File: config.mk
export PLATFORM = sky130hd
export DESIGN_NAME = cascade_tick_gen
export DESIGN_NICKNAME = d
export VERILOG_FILES = /design/src/rtl/cascade_tick_gen.sv
export SDC_FILE = /design/constraint.sdc
export NUM_CORES = 1
export LEC_CHECK = 0
export BUFFER_PORTS_ARGS = -buffer_cell sky130_fd_sc_hd__buf_4
export CELL_PAD_IN_SITES_DETAIL_PLACEMENT = 0
export CELL_PAD_IN_SITES_GLOBAL_PLACEMENT = 1
export CORE_ASPECT_RATIO = 0.75
export CORE_UTILIZATION = 50
export DETAILED_ROUTE_END_ITERATION = 10
export PLACE_DENSITY = 0.82
export SYNTH_ARGS = -nofsm -noshare
export SYNTH_HDL_FRONTEND = slang
export SYNTH_SLANG_ARGS = --single-unit
File: constraint.sdc
create_clock -name clk -period 2.9 [get_ports clk]
set_input_delay 0.58 -clock clk [delete_from_list [all_inputs] [get_ports clk]]
set_output_delay 0.58 -clock clk [all_outputs]
set_load 0.005 [all_outputs]
File: src/rtl/cascade_tick_gen.sv
module cascade_tick_gen #(
  parameter int PRESCALE = 16,
  parameter int CW       = 8
) (
  input  logic       clk,
  input  logic       rst_n,
  input  logic [3:0] speed_sel,
  input  logic       irq_ack,
  output logic       tick,
  output logic       irq
);
  localparam int PW = (PRESCALE > 1) ? $clog2(PRESCALE) : 1;
  localparam logic [PW-1:0] PRE_LAST = PW'(PRESCALE - 1);

  function automatic logic [2*CW-1:0] const_pair(input logic [3:0] s);
    int a, b;
    case (s)
      4'd0:  begin a = 16; b = 125; end
      4'd1:  begin a = 18; b = 127; end
      4'd2:  begin a = 23; b = 107; end
      4'd3:  begin a = 21; b = 127; end
      4'd4:  begin a = 15; b = 194; end
      4'd5:  begin a = 25; b = 128; end
      4'd6:  begin a = 28; b = 127; end
      4'd7:  begin a = 32; b = 125; end
      4'd8:  begin a = 17; b = 251; end
      4'd9:  begin a = 36; b = 127; end
      4'd10: begin a = 46; b = 107; end
      4'd11: begin a = 42; b = 127; end
      4'd12: begin a = 23; b = 253; end
      4'd13: begin a = 50; b = 128; end
      4'd14: begin a = 56; b = 127; end
      default: begin a = 64; b = 125; end
    endcase
    return {CW'(a), CW'(b)};
  endfunction

  logic [CW-1:0] c1_new, c2_new;
  logic [3:0]    sel_q;
  logic [PW-1:0] pre;
  logic [CW-1:0] cnt1, cnt2;

  assign {c1_new, c2_new} = const_pair(speed_sel);

  wire sel_chg  = speed_sel != sel_q;
  wire pre_wrap = pre == PRE_LAST;
  wire zc1      = pre_wrap && (cnt1 == CW'(1));
  wire term2    = zc1 && (cnt2 == CW'(1));

  always_ff @(posedge clk or negedge rst_n) begin
    if (!rst_n) begin
      sel_q        <= 4'd0;
      pre          <= '0;
      {cnt1, cnt2} <= const_pair(4'd0);
      tick         <= 1'b0;
      irq          <= 1'b0;
    end else if (sel_chg) begin
      sel_q <= speed_sel;
      pre   <= '0;
      cnt1  <= c1_new;
      cnt2  <= c2_new;
      tick  <= 1'b0;
      irq   <= irq && !irq_ack;
    end else begin
      pre <= pre_wrap ? '0 : pre + PW'(1);
      if (pre_wrap) cnt1 <= (cnt1 == CW'(1)) ? c1_new : cnt1 - CW'(1);
      if (zc1)      cnt2 <= (cnt2 == CW'(1)) ? c2_new : cnt2 - CW'(1);
      tick <= term2;
      if (term2)        irq <= 1'b1;
      else if (irq_ack) irq <= 1'b0;
    end
  end

  p_tick_one_wide_r7: assert property (@(posedge clk) disable iff (!rst_n)
    tick |=> !tick);
  p_restart_quiet_r5: assert property (@(posedge clk) disable iff (!rst_n)
    sel_chg |=> !tick);
  p_irq_with_tick_r6: assert property (@(posedge clk) disable iff (!rst_n)
    tick |-> irq);
  p_irq_hold_r6: assert property (@(posedge clk) disable iff (!rst_n)
    (irq && !irq_ack) |=> irq);
  p_ack_clear_r6: assert property (@(posedge clk) disable iff (!rst_n)
    (irq_ack && !term2) |=> !irq);
  p_cnt_nonzero_r2: assert property (@(posedge clk) disable iff (!rst_n)
    (cnt1 != '0) && (cnt2 != '0));
endmodule

# [Word-level counts from Yosys, hierarchy flattened]
# Memory sizes are Yosys's and may differ from the RTL's.
# Cells that the tools add are included.
[totals] reg_bits=26 n_memories=1 ram_bits=0 rom_bits=240 input_bits=7 out_inout_bits=2 latchBits=0
[memory_table] name="(name not given)" words=16 word_bits=15 rd=1 rd_ports_with_merged_regs=0 write_ports=0 line_no="17" rtl="case (s)"
[classes] add_sub_neg=3 n_reduce_logical=7 order_cmp=0 n_bitwise=0 mux=12 n_div=0 n_eq_ne=4 shift=0 multipliers=0
[op_table] op="2-to-1 mux 8 bit" count=6
[op_table] op="== test 8 x 1 -> 1 bit, second input constant" count=2
[op_table] op="subtractor 8 x 1 -> 8 bit, second input constant" count=2
[op_table] op="2-to-1 mux 4 bit" count=2
[op_table] op="adder 4 x 1 -> 4 bit, second input constant" count=1
[op_table] op="== test 4 bit, second input constant" count=1
[op_table] op="2-to-1 mux 1 bit" count=4
[op_table] op="!= test 4 bit" count=1
[op_table] op="nonzero test 2 bit" count=2
[op_table] op="logical AND 1 bit" count=3
[op_table] op="nonzero test 3 bit" count=1
[op_table] op="zero test 1 bit" count=1

# [Depth between registers and ports, before layout]
# Gate-level depths: netlist of the first run.
[depth] depth_word=5 ltp_mapped=8 depth_no_buf=7

# [Worst setup path after synthesis of the first run]
# No wires, ideal clock.
[synth_timing] path_type="input to register" startpoint="in speed_sel[0]" endpoint="reg cnt1[3]" cell_stages=7 setup_ns=0.121 slack_ns=1.101 arrival_ns=1.678 n_path_buf=0 cell_sequence="inv_1 -> ha_1 -> mux2_2 -> a2bb2oi_1 -> a21oi_1 -> a41o_1 -> a22o_1"
[synth_via] elab_chain_len=4
[synth_rtl] element="start: declaration" line_no="7" rtl="input logic [3:0] speed_sel,"
[synth_rtl] element="memory (16 x 15 bit)"
[synth_rtl] element="2-to-1 mux 8 bit (2 in a row)" line_no="66" rtl="if (pre_wrap) cnt1 <= (cnt1 == CW'(1)) ? c1_new : cnt1 - CW'(1);"
[synth_rtl] element="2-to-1 mux 8 bit" line_no="57" rtl="end else if (sel_chg) begin"
[synth_rtl] element="end signal: assignment" line_no="54" rtl="{cnt1, cnt2} <= const_pair(4'd0);"
[synth_rtl] element="end signal: assignment" line_no="60" rtl="cnt1 <= c1_new;"
[synth_rtl] element="end signal: assignment" line_no="66"
[synth_rtl] element="end: declaration" line_no="41" rtl="logic [CW-1:0] cnt1, cnt2;"
# Several ways; a longest one is shown, not always the timed one. The select of a mux whose other input is x is not followed.
# A chain may end at the register's enable or synchronous reset.

# [Worst setup path in the final report of the first run]
[layout_timing] startpoint="in speed_sel[3]" endpoint="reg cnt1[4]"
# Same word-level chain as after synthesis.

==> results of run 1 <==
## layout make-up
cell class,count,share of cell area
clock buffers,3,0.02140
clock inverters,1,0.01556
inverters,10,0.01946
multi-input cells,157,0.5370
flip-flops and latches,26,0.3418
well taps,40,0.02594
repair buffers,10,0.03891
## worst max-delay path, delay by kind of cell
kind / cells / cell delay, ns
and+or+nand+nor: 2 / 0.77
buffers and inverters: 1 / 0.18
xor gates and xnor gates: 1 / 0.25
AOI/OAI and AO/OA: 2 / 0.45
## cells in the final DEF, fill, tap and decap left out, types with 5 or more instances in the layout
master    instances
a21oi_1          15
buf_4            10
dfrtp_1          19
dfstp_2           7
ha_1             13
inv_1            10
nand2_1          14
nand2b_1          6
nand3_1           8
nor2_1           19
nor3_1            7
o21ai_0          13
xnor2_1           5
## flip-flops by register name (all words and copies together), names as in the netlist
| name | flops |
|---|---|
| cnt1 | 8 |
| pre | 4 |
| tick | 1 |
| irq | 1 |
| sel_q | 4 |
| cnt2 | 8 |
## kinds of logic (layout without fill, tap and decap cells)
family | count (synthesis) | in the layout | share of synthesized area
AO/OA/AOI/OAI | 58 | 58 | 0.2112
XOR/XNOR | 6 | 6 | 0.02937
adder cells (fa/ha/maj) | 13 | 13 | 0.09091
buffers and inverters | 23 | 24 | 0.05245
flip-flops | 26 | 26 | 0.3685
multiplexers | 6 | 6 | 0.03566
AND/OR/NAND/NOR | 74 | 74 | 0.2119
## metal layers
metal | wire length (um) | track usage | vias to the layer above | part of all wire
li1 | - | - | 735 | -
met3 | 108 | 0.03933 | 4 | 0.028
met4 | 23 | 0.05333 | 0 | 0.0060
met1 | 2048 | 0.3275 | 718 | 0.54
met5 | 0 | 0 | - | 0
met2 | 1634 | 0.3173 | 25 | 0.43
## per-stage QoR
stage,util,setup WS [ns],instances,total power (W)
3_5_place_dp,0.5537,0.5861,243,0.0006818
2_1_floorplan,-,1.101,206,0.0006154
5_1_grt,0.5749,0.7250,247,0.001038
4_1_cts,0.5749,0.8945,247,0.0009852
6_report,0.5749,0.8615,247,0.0009805
3_3_place_gp,0.5537,0.6630,243,0.0006756
## power by group
part / total (W) / switching (W) / leakage (nW) / internal [W]
sequential: 0.000464 / 0.0000479 / 0.315 / 0.000416
combinational: 0.000216 / 0.000124 / 0.499 / 0.0000919
clock: 0.000301 / 0.000116 / 0.0357 / 0.000185
## final timing paths
check,from,end,cells past startpoint,slack [ns]
worst max-delay path,speed_sel[3],cnt1[4],6,0.86
max in group asynchronous,rst_n,cnt1[4],1,2.40
worst min register to register,pre[0],pre[0],1,0.48
worst min-delay path,rst_n,sel_q[1],1,0.20
worst max register to register,cnt2[4],cnt2[5],5,0.89
min in group clk,speed_sel[0],sel_q[0],1,0.48
==> impl_metrics.csv, run 1 <==
group,metric,value,unit
outcome,status,"finished, final reports clean",
setup_path,critical_path_class,"in -> reg",
routing,drc,0,
die,die_w,71.08,um
sta,whs,0.1962,ns
clock_network,path_clk_slew,0.09,ns
global_routing,gr-total-overflow,0,
synth,synth-seq-area-share,0.3685,
sta,max_freq,0.4906,GHz
routing,ant_nets,0,
sta,finalCriticalPeriod,2.039,ns
place,globalplace.congestion,0.8037,
synth,yosys_warnings,0,
synth,synth_top_area_frac,0.2657,
synth,syn_avg_cell_area,8.686,sq um
die,core-area,3356,sq um
sta,rsz0062_at_grt,"no",
layout,n_antenna_cell,0,
setup_path,critPathMaxStageDelay,0.41,ns
global_routing,grt_pass1_wl,6.348,mm
setup_path,critPathArrivalTime,2.24,ns
layout,multi_input_area,1036,sq um
routing,wl_per_cell,15.44,um
sta,fin_skew,0.004866,ns
power_and_ir_drop,p_leak,0.8502,nW
routing,drt-total-wl,3.814,mm
clock_network,cts_buffer_depth,2,
synth,yosys.area.top_type,"dfrtp_1",
synth,ys_types,46,
flow_run,cap_violations,0,
synth,synth-async-reset-ratio,1.000,
setup_path,path_cells,"buf_4 -> xnor2_1 -> nand4_1 -> nor2_1 -> o31ai_1 -> a221o_1",
global_routing,antenna_found_initial,0,
setup_path,end_kind,"register",
layout,final_area,1929,sq um
synth,synthTopCellsByArea,"dfrtp_1 27%, dfstp_2 10%, ha_1 9.1%",
synth,syn-cell-area,1789,sq um
sta,period_share,0.7029,
sta,worstMarginPinSlew,0.7265,ns
layout,layout-drive-gt1-share,0.1304,
place,dpl_cell_area,1858,sq um
synth,synthCells,206,
power_and_ir_drop,vdd_drop_max,339.7,uV
routing,first_pass_iters,6,
setup_path,cp.required,3.10,ns
sta,setup_viol,0,
clock_network,htreeDepth,1,
layout,fillers,306,
sta,final_max_slew_viol_count,0,
place,port_buffers,8,
die,die-area,3824,sq um
global_routing,gr-usage-all-layers,0.2162,
setup_path,cp-start-kind,"primary input",
layout,register_area,659.4,sq um
die,start_util,0.5332,
die,die_y,53.81,um
synth,synth-edff-count,0,
synth,synth_ff_type,"dfrtp_1",
setup_path,cp_slowest_cell,"nor2_1",
global_routing,grt_pass1_vias,1346,
setup_path,crit_fanout,23,
sta,slew_headroom,0.5112,
hold_path,worstHoldPathType,"in -> async",
die,num_rows,18,
routing,vias,1482,
clock_network,cts_setup_buffers,0,
die,io_pins,9,
clock_network,ctsResizeCount,0,
sta,finalSetupTns,0,ns
layout,area_delta_synth_final,7.832,%
routing,via_per_inst,6.000,
layout,nNetsFinal,228,
synth,synth_seq_cells,26,
clock_network,clk_latency,0.27,ns
synth,syn-num-nets,226,
power_and_ir_drop,power.density,508.2,nW/um^2
clock_network,cts-root-buf,"clkbuf_8",
sta,finalHoldViolations,0,
clock_network,cts_buffers,3,
global_routing,grt_max_degree,27,
synth,synth_commonest_cells,"19 x dfrtp_1, 19 x nor2_1, 15 x a21oi_1",
clock_network,cts.sinks,26,
routing,drt_iter0_markers,171,
place,dpl.hpwl,2.889,mm
clock_network,cts_hold_buf,0,
clock_network,cts_tree,"done",
No activity file was read; power rests on OpenSTA's default activity.
==> inputs of run 2 (changes only) <==
--- a/config.mk
+++ b/config.mk
@@ -9,9 +9,9 @@
 export CELL_PAD_IN_SITES_DETAIL_PLACEMENT = 0
 export CELL_PAD_IN_SITES_GLOBAL_PLACEMENT = 1
 export CORE_ASPECT_RATIO = 0.75
-export CORE_UTILIZATION = 50
+export CORE_UTILIZATION = 42
 export DETAILED_ROUTE_END_ITERATION = 10
-export PLACE_DENSITY = 0.82
+export PLACE_DENSITY = 0.73
 export SYNTH_ARGS = -nofsm -noshare
 export SYNTH_HDL_FRONTEND = slang
 export SYNTH_SLANG_ARGS = --single-unit
==> constraint.sdc (replaced) <==
create_clock -name clk -period 1.65 [get_ports clk]
set_input_delay 0.33 -clock clk [delete_from_list [all_inputs] [get_ports clk]]
set_output_delay 0.33 -clock clk [all_outputs]
set_load 0.005 [all_outputs]
==> run 2 against run 1 <==
Effect of this change: via count increased by 15%; critical path type is now reg -> reg; global-route usage increased by 0.79 points; register-to-register slack got worse by 1.1 ns; core utilization increased by 3.3 points; clock skew increased by 0.0042 ns; setup slack got worse by 1.0 ns; largest power group unchanged; critical path depth increased by 1; the flow now finishes with violations (negative setup slack).
==> impl_metrics.csv, run 2 (synthesis gave the netlist of run 1 again) <==
group,metric,value,unit
global_routing,antenna_found_initial,0,
clock_network,path_clk_slew,0.10,ns
place,port_buffers,8,
setup_path,cp_top_family,"simple AND/OR/NAND/NOR gates",
power_and_ir_drop,power.density,790.1,nW/um^2
setup_path,critPathMaxStageDelay,0.56,ns
sta,setup_viol,8,
layout,largest_registers,"cnt1 x8, cnt2 x8",
setup_path,crit_fanout,6,
clock_network,cts_tree,"done",
layout,mostFrequentLayoutCell,"buf_4",
routing,first_pass_iters,4,
sta,whs,0.3108,ns
routing,via_per_inst,5.489,
layout,n_antenna_cell,0,
global_routing,grt_pass1_vias,1666,
clock_network,clk_latency,0.28,ns
routing,drc,0,
routing,drt_iter0_markers,139,
clock_network,cts.sinks,26,
setup_path,path_cells,"ha_4 -> nand2b_4 -> or4_4 -> nand2_4 -> buf_12 -> o21ai_1 -> a22o_1",
global_routing,gr-total-overflow,0,
setup_path,critical_path_class,"reg -> reg",
setup_path,cp_slowest_cell,"dfstp_2",
global_routing,gr-usage-all-layers,0.2241,
sta,fin_skew,0.009030,ns
hold_path,worstHoldPathType,"in -> reg",
clock_network,cts_buffers,3,
clock_network,htreeDepth,1,
sta,slew_headroom,0.7659,
die,die_y,58.53,um
sta,rsz0062_at_grt,"yes",
power_and_ir_drop,vdd_drop_max,489.7,uV
routing,drt-total-wl,4.645,mm
layout,nNetsFinal,277,
layout,layout-drive-gt1-share,0.3672,
global_routing,grt_max_degree,27,
outcome,status,"finished with violations",
setup_path,critPathArrivalTime,2.05,ns
layout,post-route-util,0.6080,
clock_network,cts-root-buf,"clkbuf_8",
die,io_pins,9,
die,core-area,4079,sq um
layout,final_area,2480,sq um
die,die-area,4528,sq um
global_routing,grt_pass1_wl,7.783,mm
sta,timing.final.ws_setup,-0.1803,ns
place,globalplace.congestion,0.9017,
layout,final_cell_mix,"53 x buf_4, 19 x nor2_1, 19 x dfrtp_1",
die,num_rows,20,
layout,fillers,371,
clock_network,cts_buffer_depth,2,
routing,ant_nets,0,
sta,final_max_slew_viol_count,0,
sta,finalCriticalPeriod,1.830,ns
outcome,violations,"negative setup slack",
place,dpl_cell_area,2267,sq um
routing,vias,1707,
flow_run,cap_violations,0,
sta,period_share,1.109,
sta,max_freq,0.5464,GHz
die,die_w,77.37,um
sta,worstMarginPinSlew,0.3511,ns
power_and_ir_drop,p_leak,1.156,nW
setup_path,path_buf_inv,1,
setup_path,cp-start-kind,"register",
sta,finalHoldViolations,0,
setup_path,end_kind,"register",
routing,wl_per_cell,14.94,um
setup_path,cp.required,1.87,ns
layout,area_delta_synth_final,38.60,%
place,dpl.hpwl,3.539,mm
die,start_util,0.4387,
-- run 2: cell types whose count changed in the layout (fill, tap and decap cells not counted), sizes merged --
cell,change
buf,+48
dlygate4sd3,+1
-- run 2: timing repair --
action / in CTS / in global routing
hold buffers: 1 / 0
pin swaps: 4 / 10
setup endpoints to repair: 19 / 19
resized for setup: 11 / 16
setup buffers: 0 / 1
hold endpoints to repair: 19 / 0
-- run 2: path summary, 6_finish.rpt --
check                             startpoint  endpoint  slack (ns)  cells after the start
worst min register to register        pre[0]    pre[0]        0.46                      1
worst max-delay path                 cnt2[0]   cnt2[3]       -0.18                      7
min in group asynchronous              rst_n   cnt2[7]        0.48                      2
worst max register to register       cnt2[0]   cnt2[3]       -0.18                      7
max in group asynchronous              rst_n   cnt2[2]        0.85                      2
worst min-delay path            speed_sel[0]  sel_q[0]        0.31                      2
-- run 2: worst register-to-register path, cell delays in order (launching register included) --
cell and delay, ns:
dfstp_2 0.56, ha_4 0.14, nand2b_4 0.05, or4_4 0.51, nand2_4 0.12, buf_12 0.11
o21ai_1 0.07, a22o_1 0.22
-- run 2: metal layers --
metal  share of wire  up-vias  global-route usage
met4          0.0078        0             0.05930
met5               0        -                   0
met3           0.053        4             0.04806
met2            0.47       58              0.3679
li1                -      841                   -
met1            0.47      804              0.3029
-- run 2: power breakdown --
group	internal [W]	switching (W)	leakage (nW)	total [W]
Sequential	0.000731	0.0000643	0.315	0.000795
Clock	0.000325	0.000218	0.0357	0.000543
Combinational	0.000316	0.000305	0.806	0.000621
-- run 2: layout make-up --
| type | instances | area [sq um] | share of cell area |
|---|---|---|---|
| tap | 55 | 68.82 | 0.02775 |
| timing repair buffer | 59 | 473.0 | 0.1907 |
| clock buffer | 3 | 41.29 | 0.01665 |
| inverter | 10 | 37.54 | 0.01514 |
| clock inverter | 1 | 30.03 | 0.01211 |
| multi-input combinational | 157 | 1170 | 0.4717 |
| sequential | 26 | 659.4 | 0.2659 |
-- run 2: stage by stage --
step	instances	worst slack (ns)	power (W)	TNS [ns]
CTS	310	-0.1580	0.001945	-0.8769
global placement	305	-0.1259	0.001352	-1.438
floorplan	206	-0.08210	0.001106	-0.2628
global route	311	-0.2297	0.002075	-1.562
finish	311	-0.1803	0.001959	-0.9291
detailed placement	305	-0.1542	0.001378	-1.972
